==> src/rtl/sb_pkg.sv <==
package sb_pkg;
  localparam int unsigned SB_NREG = 32;
  localparam int unsigned SB_NCMP = 4;
  localparam int unsigned SB_IDXW = 5;

  typedef enum logic [1:0] {
    HZ_NONE = 2'b00,
    HZ_RAW  = 2'b01,
    HZ_WAW  = 2'b10,
    HZ_BOTH = 2'b11
  } hz_kind_e;
endpackage

==> src/rtl/sb_clear_merge.sv <==
module sb_clear_merge #(
  parameter int unsigned NREG = 32,
  parameter int unsigned NCMP = 4,
  parameter int unsigned IDXW = 5
) (
  input  logic [NCMP-1:0]      wb_valid,
  input  logic [NCMP*IDXW-1:0] wb_dst,
  output logic [NREG-1:0]      clr_mask
);
  logic [NREG-1:0] port_mask [NCMP];

  for (genvar p = 0; p < NCMP; p++) begin : g_port
    always_comb begin
      port_mask[p] = '0;
      if (wb_valid[p]) port_mask[p][wb_dst[p*IDXW +: IDXW]] = 1'b1;
    end
  end

  always_comb begin
    clr_mask = '0;
    for (int p = 0; p < NCMP; p++) clr_mask = clr_mask | port_mask[p];
  end
endmodule

==> src/rtl/sb_pending_bits.sv <==
module sb_pending_bits #(
  parameter int unsigned NREG = 32,
  parameter int unsigned IDXW = 5
) (
  input  logic            clk,
  input  logic            rst_n,
  input  logic            set_en,
  input  logic [IDXW-1:0] set_idx,
  input  logic [NREG-1:0] clr_mask,
  output logic [NREG-1:0] pend_q,
  output logic [NREG-1:0] pend_eff
);
  logic [NREG-1:0] pend_d;
  logic [NREG-1:0] set_mask;
  logic            upd_en;

  always_comb begin
    set_mask = '0;
    if (set_en) set_mask[set_idx] = 1'b1;
    pend_eff = pend_q & ~clr_mask;
    pend_d   = pend_eff | set_mask;
    upd_en   = set_en | (|clr_mask);
  end

  always_ff @(posedge clk or negedge rst_n) begin
    if (!rst_n)      pend_q <= '0;
    else if (upd_en) pend_q <= pend_d;
  end
endmodule

==> src/rtl/sb_hazard_check.sv <==
module sb_hazard_check
  import sb_pkg::*;
#(
  parameter int unsigned NREG = 32,
  parameter int unsigned IDXW = 5
) (
  input  logic [NREG-1:0] pend_eff,
  input  logic            dst_en,
  input  logic [IDXW-1:0] dst,
  input  logic            sa_en,
  input  logic [IDXW-1:0] sa,
  input  logic            sb_en,
  input  logic [IDXW-1:0] sb,
  output logic            raw,
  output logic            waw,
  output logic            ok
);
  hz_kind_e kind;

  always_comb begin
    raw  = (sa_en & pend_eff[sa]) | (sb_en & pend_eff[sb]);
    waw  = dst_en & pend_eff[dst];
    kind = hz_kind_e'({waw, raw});
    ok   = (kind == HZ_NONE);
  end
endmodule

==> src/rtl/reg_scoreboard.sv <==
module reg_scoreboard
  import sb_pkg::*;
#(
  parameter int unsigned NREG = SB_NREG,
  parameter int unsigned NCMP = SB_NCMP,
  parameter int unsigned IDXW = SB_IDXW
) (
  input  logic                 clk,
  input  logic                 rst_n,
  input  logic                 disp_valid,
  input  logic                 disp_dst_en,
  input  logic [IDXW-1:0]      disp_dst,
  input  logic                 disp_sa_en,
  input  logic [IDXW-1:0]      disp_sa,
  input  logic                 disp_sb_en,
  input  logic [IDXW-1:0]      disp_sb,
  output logic                 disp_ready,
  output logic                 hz_raw,
  output logic                 hz_waw,
  input  logic [NCMP-1:0]      wb_valid,
  input  logic [NCMP*IDXW-1:0] wb_dst
);
  logic [NREG-1:0] clr_mask;
  logic [NREG-1:0] pend_q;
  logic [NREG-1:0] pend_eff;
  logic            set_en;

  sb_clear_merge #(.NREG(NREG), .NCMP(NCMP), .IDXW(IDXW)) u_clr (
    .wb_valid (wb_valid),
    .wb_dst   (wb_dst),
    .clr_mask (clr_mask)
  );

  sb_hazard_check #(.NREG(NREG), .IDXW(IDXW)) u_hz (
    .pend_eff (pend_eff),
    .dst_en   (disp_dst_en),
    .dst      (disp_dst),
    .sa_en    (disp_sa_en),
    .sa       (disp_sa),
    .sb_en    (disp_sb_en),
    .sb       (disp_sb),
    .raw      (hz_raw),
    .waw      (hz_waw),
    .ok       (disp_ready)
  );

  assign set_en = disp_valid & disp_ready & disp_dst_en;

  sb_pending_bits #(.NREG(NREG), .IDXW(IDXW)) u_bits (
    .clk      (clk),
    .rst_n    (rst_n),
    .set_en   (set_en),
    .set_idx  (disp_dst),
    .clr_mask (clr_mask),
    .pend_q   (pend_q),
    .pend_eff (pend_eff)
  );
endmodule

==> config.mk <==
export PLATFORM = sky130hd
export DESIGN_NAME = reg_scoreboard
export DESIGN_NICKNAME = d
export VERILOG_FILES = /design/src/rtl/sb_pkg.sv /design/src/rtl/sb_clear_merge.sv /design/src/rtl/sb_pending_bits.sv /design/src/rtl/sb_hazard_check.sv /design/src/rtl/reg_scoreboard.sv
export SDC_FILE = /design/constraint.sdc
export NUM_CORES = 1
export LEC_CHECK = 0
export BUFFER_PORTS_ARGS = -buffer_cell sky130_fd_sc_hd__buf_2
export CORE_MARGIN = 3
export CORE_UTILIZATION = 40
export CTS_BUF_LIST = sky130_fd_sc_hd__clkbuf_8
export DETAILED_ROUTE_END_ITERATION = 10
export GPL_TIMING_DRIVEN = 0
export HOLD_SLACK_MARGIN = 0.12
export PLACE_DENSITY_LB_ADDON = 0.3
export SYNTH_ARGS = -nofsm -noshare
export SYNTH_HDL_FRONTEND = slang
export SYNTH_SLANG_ARGS = --single-unit
==> constraint.sdc <==
create_clock -name clk -period 3.5 [get_ports clk]
set_clock_uncertainty 0.15 [all_clocks]
set_input_delay 0.525 -clock clk [delete_from_list [all_inputs] [get_ports clk]]
set_output_delay 0.525 -clock clk [all_outputs]
set_load 0.05 [all_outputs]
* After elaboration in Yosys (flattened, before gate mapping)
Index checks and enable logic that the tools add are counted.
Widths: inputs -> output; s select.
** Word-level totals
- Register bits :: 32
- Output and inout port bits :: 3
- Logic and storage cells :: 54
** Operators by class
- Magnitude comparators :: 12
- Mux-type cells :: 21
- Bitwise operators :: 13
- Reductions and logical operators :: 7
** Operators by type and width (number)
- $mux 32 :: 5
- $or 32x32->32 :: 4
- $lt 5x6->1 const B :: 7
- $and 32x32->32 :: 1
- $not 32->32 :: 1
- $reduce_or 32->1 :: 1
- $demux 1 s5 :: 5
- $ge 5x1->1 const B :: 5
- $bmux 1 s5 :: 3
- $mux 1 :: 8
- $and 1x1->1 :: 5
- $logic_and 1x1->1 :: 5
- $logic_not 2->1 :: 1
- $or 1x1->1 :: 2

* Longest topological paths before layout
Gate-level depths: netlist (run 1).
- Word-level depth :: 19
- Gate-level depth with buffers :: 11
- Gate-level depth less buffers :: 8

* Hierarchy
Synthesis (run 1) repeated with hierarchy kept, for this count alone.
** Unflattened totals
- Cells, all modules :: 300
- Area total of the unflattened synthesis :: 3163.0 µm²
** By module, submodules not included
- sb_pending_bits :: times used 1, cells each 109, area an instance 1367.6 µm²
- sb_clear_merge :: times used 1, cells each 132, area an instance 960.9 µm²
- sb_hazard_check :: times used 1, cells each 58, area an instance 828.3 µm²
- reg_scoreboard :: times used 1, cells each 1, area an instance 6.3 µm²

* Worst setup path after synthesis (run 1)
OpenSTA, ideal clock, no wires.
- Path type :: in2out
- Start point :: input port wb_dst[11]
- End point :: output port disp_ready
- Data arrival time :: 3.147 ns
- Data required time :: 2.825 ns
- Setup slack :: -0.322 ns
- Cell stages on the path :: 11
- Buffers on the path :: 3
- Cell sequence :: buf_2 > or2_2 > clkbuf_1 > o22ai_1 > nor4_1 > a2111o_1 > and4_1 > o32ai_2 > o32ai_4 > buf_6 > nor2_1
** Between the ends
- Cells in the longest elaborated chain, start to end :: 14
** Ends and longest elaborated chain
- start: declaration :: RTL line reg_scoreboard.sv:21 : input logic [NCMP*IDXW-1:0] wb_dst
- $lt 5x6->1 (not written as such) or $ge 5x1->1 (tied branches) :: RTL line sb_clear_merge.sv:15 : if (wb_valid[p]) port_mask[p][wb_dst[p*IDXW +: IDXW]] = 1'b1;
- $logic_and 1x1->1 (not written as such) :: RTL line sb_clear_merge.sv:15
- $mux 1 (not written as such) :: RTL line sb_clear_merge.sv:15
- $demux 1 s5 (*)
- $mux 32 (*) :: RTL line sb_clear_merge.sv:15
- $or 32x32->32 (*) (2 in a row) :: RTL line sb_clear_merge.sv:21 : for (int p = 0; p < NCMP; p++) clr_mask = clr_mask | port_mask[p];
- $not 32->32 (*) :: RTL line sb_pending_bits.sv:20 : pend_eff = pend_q & ~clr_mask;
- $and 32x32->32 (*) :: RTL line sb_pending_bits.sv:20
- $bmux 1 s5 :: RTL line sb_hazard_check.sv:21 : raw = (sa_en & pend_eff[sa]) | (sb_en & pend_eff[sb]);
- $mux 1 (not written as such) :: RTL line sb_hazard_check.sv:21
- $and 1x1->1 :: RTL line sb_hazard_check.sv:21
- $or 1x1->1 (*) :: RTL line sb_hazard_check.sv:21
- named net hz_raw :: RTL line reg_scoreboard.sv:18 : output logic hz_raw,
- $logic_not 2->1 (*) :: RTL line sb_hazard_check.sv:24 : ok = (kind == HZ_NONE);
- end: declaration :: RTL line reg_scoreboard.sv:17 : output logic disp_ready,
The timed path passes the listed nets; every way through them passes the cells marked *. The select of a mux whose other input is x is not followed.

* Worst setup path in the final report (run 1)
- Start point :: input port wb_dst[7]
- End point :: output port disp_ready
** Between the ends
- Cells in the longest elaborated chain, start to end :: 15
** Ends and longest elaborated chain (RTL line)
- $lt 5x6->1 (not written as such) or $ge 5x1->1 (tied branches) :: sb_clear_merge.sv:15
- $logic_and 1x1->1 (not written as such) :: sb_clear_merge.sv:15
- $mux 1 (not written as such) :: sb_clear_merge.sv:15
- $demux 1 s5 (*)
- $mux 32 (*) :: sb_clear_merge.sv:15
- $or 32x32->32 (*) (3 in a row) :: sb_clear_merge.sv:21
- $not 32->32 (*) :: sb_pending_bits.sv:20
- $and 32x32->32 (*) :: sb_pending_bits.sv:20
- $bmux 1 s5 :: sb_hazard_check.sv:21
- $mux 1 (not written as such) :: sb_hazard_check.sv:21
- $and 1x1->1 :: sb_hazard_check.sv:21
- $or 1x1->1 :: sb_hazard_check.sv:21
- $logic_not 2->1 (*) :: sb_hazard_check.sv:24
Mark *: on every way between the ends. The rest lies on a longest branch, timed or not. The select of a mux whose other input is x is not followed.

==> results of run 1 <==
==> cell type report <==
class                           instances  area (sq um)
Fill cell                             788          3864
Inverter                               17         63.81
Multi-Input combinational cell        356          2945
Clock buffer                            7         96.34
Timing Repair Buffer                   46         347.8
Buffer                                 23         132.6
Tap cell                              105         131.4
Sequential cell                        32         800.8
==> critical path: stages <==
cell and delay [ps]:
buf_2 140, nand4b_1 380, o22ai_2 360, nor4_1 100
o31ai_1 340, nand2_1 110, a211oi_2 370, o32ai_4 160
buf_6 160, nor2_4 70, buf_6 160
==> placed cells by master (no fill, tap or decap), types with 3 or more instances in the layout <==
master / n
nor2_1: 33
dfrtp_1: 32
o41ai_1: 29
nand2_1: 27
buf_2: 22
inv_1: 16
o22ai_1: 16
buf_6: 16
o21ai_0: 15
buf_4: 13
nand4b_1: 12
clkbuf_1: 11
nand3_1: 11
nor4_1: 10
or3_4: 10
nand4_1: 10
nor2b_1: 10
a22oi_1: 9
mux4_2: 8
and4bb_2: 7
o22a_1: 7
nor3_1: 7
or3_1: 7
clkbuf_8: 7
o21ai_1: 6
o22ai_2: 5
and2_1: 5
or4b_4: 5
nand2b_4: 4
nand2b_2: 4
or2_2: 4
a22oi_2: 4
nand4bb_1: 4
nand2b_1: 4
o2111ai_1: 4
mux2i_1: 4
nand2_2: 3
clkbuf_4: 3
nand3_2: 3
and4_1: 3
==> stage by stage <==
step / hold WS (ps) / TNS [ps] / cells / total power, uW
floorplan: 79.41 / 0 / 431 / 681.2
global placement: 408.9 / -13340 / 573 / 822.4
detailed placement: 395.1 / -12690 / 573 / 828.4
CTS: 152.2 / -110.1 / 584 / 1182
global route: 198.4 / -254.9 / 586 / 1275
finish: 131.1 / -106.6 / 586 / 1237
==> cells by family (layout without fill, tap and decap cells) <==
| family | after synthesis | in the layout |
|---|---|---|
| compound gates | 143 | 143 |
| buf+inv | 43 | 93 |
| flops | 32 | 32 |
| mux | 14 | 14 |
| simple gates | 199 | 199 |
==> routing by layer <==
| layer | global-route usage, % | vias up |
|---|---|---|
| li1 | - | 1874 |
| met1 | 40.32 | 2055 |
| met2 | 43.77 | 370 |
| met3 | 4.239 | 52 |
| met4 | 10.36 | 2 |
| met5 | 0 | - |
==> path summary, 6_finish.rpt <==
check                             startpoint                 to  slack, ps
hold reg to reg             u_bits.pend_q[9]   u_bits.pend_q[9]        430
min in group clk            u_bits.pend_q[9]   u_bits.pend_q[9]        430
max in group asynchronous              rst_n   u_bits.pend_q[8]       2620
setup / recovery                   wb_dst[7]         disp_ready        -60
setup reg to reg           u_bits.pend_q[26]  u_bits.pend_q[23]        620
hold / removal                         rst_n  u_bits.pend_q[29]        130
==> timing repair <==
item | in CTS | in global routing
setup endpoints to repair | 31 | 3
resized for setup | 77 | 52
buffers inserted | 7 | 2
pin swaps | 10 | 19
==> report_power, final <==
part           internal, uW  leakage (uW)  switching, uW  total [uW]
clock network           175     0.0000503            132         307
registers               401      0.000440           16.2         417
logic                   201       0.00109            312         513
==> flow_summary_export.csv, run 1 <==
group,metric,value,unit
timing,finalCritPeriodShare,101.8,%
logic_synthesis,synth-xor-area-share,0,%
logic_synthesis,synthTopCellsByCount,"36 x nor2_1, 32 x dfrtp_1, 30 x nand2_1, 30 x o41ai_1, 22 x o22ai_1",
clock_network,cts.sinks,32,
floorplanning,die_area,10000,sq um
clock_network,cts_root_buf,"clkbuf_8",
floorplanning,die_x,100.0,um
grt,grt_pass1_vias,4023,
layout,reg_top3,"u_bits.pend_q (32)",
layout,stdcell_area,4518,sq um
logic_synthesis,synth-main-ff-cell,"dfrtp_1",
timing,relSlewSlack,53.98,%
grt,grt_use_total,28.35,%
layout,largest_register_ffs,32,
layout,fin_util,53.90,%
status,violations,"negative setup slack",
grt,antenna_found_initial,1,
status,outcome,"finished with violations",
layout,largest-register,"u_bits.pend_q",
layout,drive_above_1_share,31.60,%
clock_network,htreeDepth,2,
layout,nNetsFinal,526,
placement,place_congestion,1.086,
logic_synthesis,synth_top_area_share,22.65,%
timing,hold_violations,0,
pwr,vdd_ir_drop_max,0.1816,mV
logic_synthesis,synth_fa_ha_area_share,0,%
pwr,p_leak,0.001578,uW
clock_network,insertion_delay,290,ps
setup_path,critPathLaunchType,"input port",
setup_path,critPathKind,"in -> out",
detailed_routing,drtPass1Iterations,8,
setup_path,cp.arrival,2890,ps
logic_synthesis,synthMuxAreaShare,6.829,%
pwr,p_per_area,273.8,nW/um^2
timing,setup_slack,-61.26,ps
detailed_routing,postRouteAntennaNets,0,
floorplanning,num_rows,33,
timing,period_needed,3561,ps
job,maxCapViolCount,0,
logic_synthesis,synthArstFlopShare,100.0,%
logic_synthesis,yosys.area.top_type,"dfrtp_1",
detailed_routing,viasPerCell,7.428,
detailed_routing,drt_iter0_drc,490,
logic_synthesis,synth_compound_area_share,31.63,%
floorplanning,start_util,42.19,%
logic_synthesis,synth_area_leaders,"dfrtp_1 23%, o41ai_1 7.4%, mux4_2 5.1%, o22ai_1 3.9%, nor2_1 3.8%",
placement,pre_cts_ws,-933.5,ps
clock_network,cts_buffers,5,
floorplanning,fp.dieH,100.0,um
grt,gr-total-overflow,0,
setup_path,crit_fanout,8,
setup_path,reg2reg_depth,10,
timing,tightestPinTransition,690.4,ps
floorplanning,io_pins,48,
detailed_routing,finalWirelength,14650,um
logic_synthesis,syn-instance-count,431,
logic_synthesis,post-synth-top-count-cell,"nor2_1",
timing,maxSlewViolCount,0,
logic_synthesis,synth-seq-cells,32,
min_path,min_path_type,"in -> async",
clock_network,clockBufferDepth,2,
logic_synthesis,synth_top_family_by_area,"simple AND/OR/NAND/NOR gates",
placement,dpl_cell_area,3865,sq um
logic_synthesis,syn_nets,476,
logic_synthesis,yosysWarnings,0,
detailed_routing,post_drt_wl_per_cell,25.01,um
clock_network,cts_tree,"done",
grt,grt_pass1_wl,22200,um
layout,antennaDiodeCount,0,
timing,rsz0062_at_grt,"yes",
logic_synthesis,yosysSeqAreaShare,22.65,%
logic_synthesis,synth_cell_type_count,66,
placement,io_buffers,37,
timing,finalSetupViolCount,3,
logic_synthesis,yosys.area_share.simple,33.47,%
layout,syn2layout_area_growth,27.78,%
setup_path,endpoint_kind,"primary output",
clock_network,cts.clk_slew.worst_paths,60,ps
detailed_routing,vias,4353,
detailed_routing,dr.max_layer_used,"met5",
placement,hpwl,11050,um
detailed_routing,wl_met3,1845,um
setup_path,cp.required,2820,ps
timing,max_freq,0.2808,GHz
logic_synthesis,avgSynthCellArea,8.204,sq um
detailed_routing,met1_length,5888,um
detailed_routing,drc,0,
clock_network,cts-hold-fix-buffers,0,
floorplanning,core,8382,sq um
grt,grt_start_max_net_pins,33,
logic_synthesis,synth_area,3536,sq um
detailed_routing,wl_met2,6449,um
logic_synthesis,synth_edf_count,0,
Note: power is estimated with default switching activity, not from simulation.
==> run 2, diff against run 1 <==
--- a/config.mk
+++ b/config.mk
@@ -7,7 +7,7 @@
 export LEC_CHECK = 0
 export BUFFER_PORTS_ARGS = -buffer_cell sky130_fd_sc_hd__buf_2
 export CORE_MARGIN = 3
-export CORE_UTILIZATION = 40
+export CORE_UTILIZATION = 61
 export CTS_BUF_LIST = sky130_fd_sc_hd__clkbuf_8
 export DETAILED_ROUTE_END_ITERATION = 10
 export GPL_TIMING_DRIVEN = 0
==> flow_summary_export.csv, run 2 (synthesized netlist as in run 1, its figures left out) <==
group,metric,value,unit
floorplanning,die_x,82.14,um
pwr,clock_power_share,21.6,%
pwr,p_sw_share,39.33,%
detailed_routing,vias,4859,
detailed_routing,viasPerCell,8.495,
grt,grt_pass1_wl,22160,um
layout,largest-register,"u_bits.pend_q",
clock_network,cts-hold-fix-buffers,0,
layout,regArea,800.8,sq um
detailed_routing,drt_iter0_drc,994,
layout,mostFrequentLayoutCell,"buf_4",
timing,whs,134.6,ps
layout,largest_register_ffs,32,
layout,nNetsFinal,545,
layout,layout_common_cells,"35 x buf_4, 33 x nor2_1, 32 x dfrtp_1",
status,violations,"negative setup slack",
timing,finalCritPeriodShare,104.8,%
detailed_routing,postRouteAntennaNets,0,
timing,setup_slack,-167.2,ps
clock_network,cts_root_buf,"clkbuf_8",
layout,multi_input_area,2999,sq um
timing,relSlewSlack,51.94,%
setup_path,reg2reg_from,"u_bits.pend_q[19]",
detailed_routing,finalWirelength,16260,um
pwr,p_per_area,265.3,nW/um^2
layout,reg_top3,"u_bits.pend_q (32)",
setup_path,startpoint,"wb_dst[4]",
floorplanning,num_rows,27,
pwr,internal_power,749.2,uW
placement,place_congestion,1.049,
pwr,design_power_total,1235,uW
timing,period_needed,3667,ps
layout,syn2layout_area_growth,31.67,%
placement,io_buffers,37,
grt,gr-total-overflow,0,
setup_path,cp.arrival,2990,ps
min_path,min_path_type,"in -> async",
clock_network,cts_tree,"done",
clock_network,insertion_delay,290,ps
timing,hold_violations,0,
clock_network,cts.clk_slew.worst_paths,70,ps
setup_path,endpoint_kind,"primary output",
timing,max_freq,0.2727,GHz
pwr,pwr-share-seq,33.8,%
clock_network,cts.sinks,32,
timing,finalSetupViolCount,3,
clock_network,htreeDepth,2,
setup_path,cp.required,2820,ps
setup_path,crit_fanout,8,
grt,grt_start_max_net_pins,33,
setup_path,critPathLaunchType,"input port",
placement,hpwl,10430,um
setup_path,rrSetupSlack,470,ps
floorplanning,fp.dieH,82.14,um
pwr,vdd_ir_drop_max,0.2128,mV
grt,antenna_found_initial,1,
layout,antennaDiodeCount,0,
timing,maxSlewViolCount,0,
detailed_routing,drc,0,
detailed_routing,drtPass1Iterations,9,
clock_network,clockBufferDepth,2,
grt,grt_pass1_vias,4132,
floorplanning,die_area,6746,sq um
pwr,switching_power,485.7,uW
job,maxCapViolCount,0,
pwr,combPwrFrac,44.6,%
detailed_routing,post_drt_wl_per_cell,28.42,um
timing,tightestPinTransition,720.8,ps
status,outcome,"finished with violations",
clock_network,cts_buffers,5,
floorplanning,start_util,63.43,%
floorplanning,io_pins,48,
pwr,p_leak,0.001712,uW
setup_path,critPathKind,"in -> out",
grt,grt_use_total,44.32,%
timing,rsz0062_at_grt,"yes",
layout,drive_above_1_share,36.20,%
layout,nFillCells,355,
floorplanning,core,5574,sq um
-- run 2: layout make-up --
cell class                      count  share of cell area, %
Clock inverter                      2                 0.1881
Clock buffer                        5                  1.478
Sequential cell                    32                  17.20
Tap cell                           72                  1.935
Timing Repair Buffer               66                  10.67
Multi-Input combinational cell    356                  64.42
Buffer                             22                  2.741
Inverter                           17                  1.371
-- run 2: final timing paths --
| kind | to | cells after the start |
|---|---|---|
| worst max-delay path | disp_ready | 11 |
| worst min register to register | u_bits.pend_q[10] | 2 |
| worst max register to register | u_bits.pend_q[25] | 11 |
| max in group asynchronous | u_bits.pend_q[18] | 1 |
| min in group clk | u_bits.pend_q[10] | 2 |
| worst min-delay path | u_bits.pend_q[28] | 1 |
-- run 2: timing repair --
action	in CTS	in global routing
endpoints found under the setup margin	3	23
resized for setup	67	78
pin swaps	10	30
buffers inserted	9	19
gates cloned	0	1
-- run 2: metal layers --
layer  GRT usage, %  routed length (um)
met3          12.47                2599
met5          4.167                   0
met2          68.42                6824
met1          57.11                5550
met4          20.60                1282
-- run 2: worst max-delay path: stages --
cell and delay (ps):
buf_2 150, nand4bb_1 310, o22ai_1 310, nor3_2 130, a2111oi_1 600, o41ai_2 160
a31oi_2 270, o32ai_4 150, buf_6 160, nor2_4 70, buf_6 160
-- run 2: power groups by stage --
stage | logic (uW) | registers [uW] | clock network, uW
floorplan | 268 | 413 | 0
global placement | 395 | 420 | 0
detailed placement | 403 | 420 | 0
CTS | 457 | 414 | 262
global route | 570 | 418 | 283
finish | 550 | 418 | 267
-- run 2: metrics by stage --
stage | std cells | utilization, % | instance area (sq um) | setup slack, ps | setup TNS (ps)
CTS | 552 | 75.60 | 4214 | -40.32 | -61.13
global placement | 540 | 68.60 | 3824 | -742.9 | -6498
finish | 572 | 83.52 | 4656 | -167.2 | -336.5
global route | 572 | 83.52 | 4656 | -213.6 | -2229
floorplan | 431 | - | 3548 | 14.72 | 0
detailed placement | 540 | 68.60 | 3824 | -785.9 | -8086
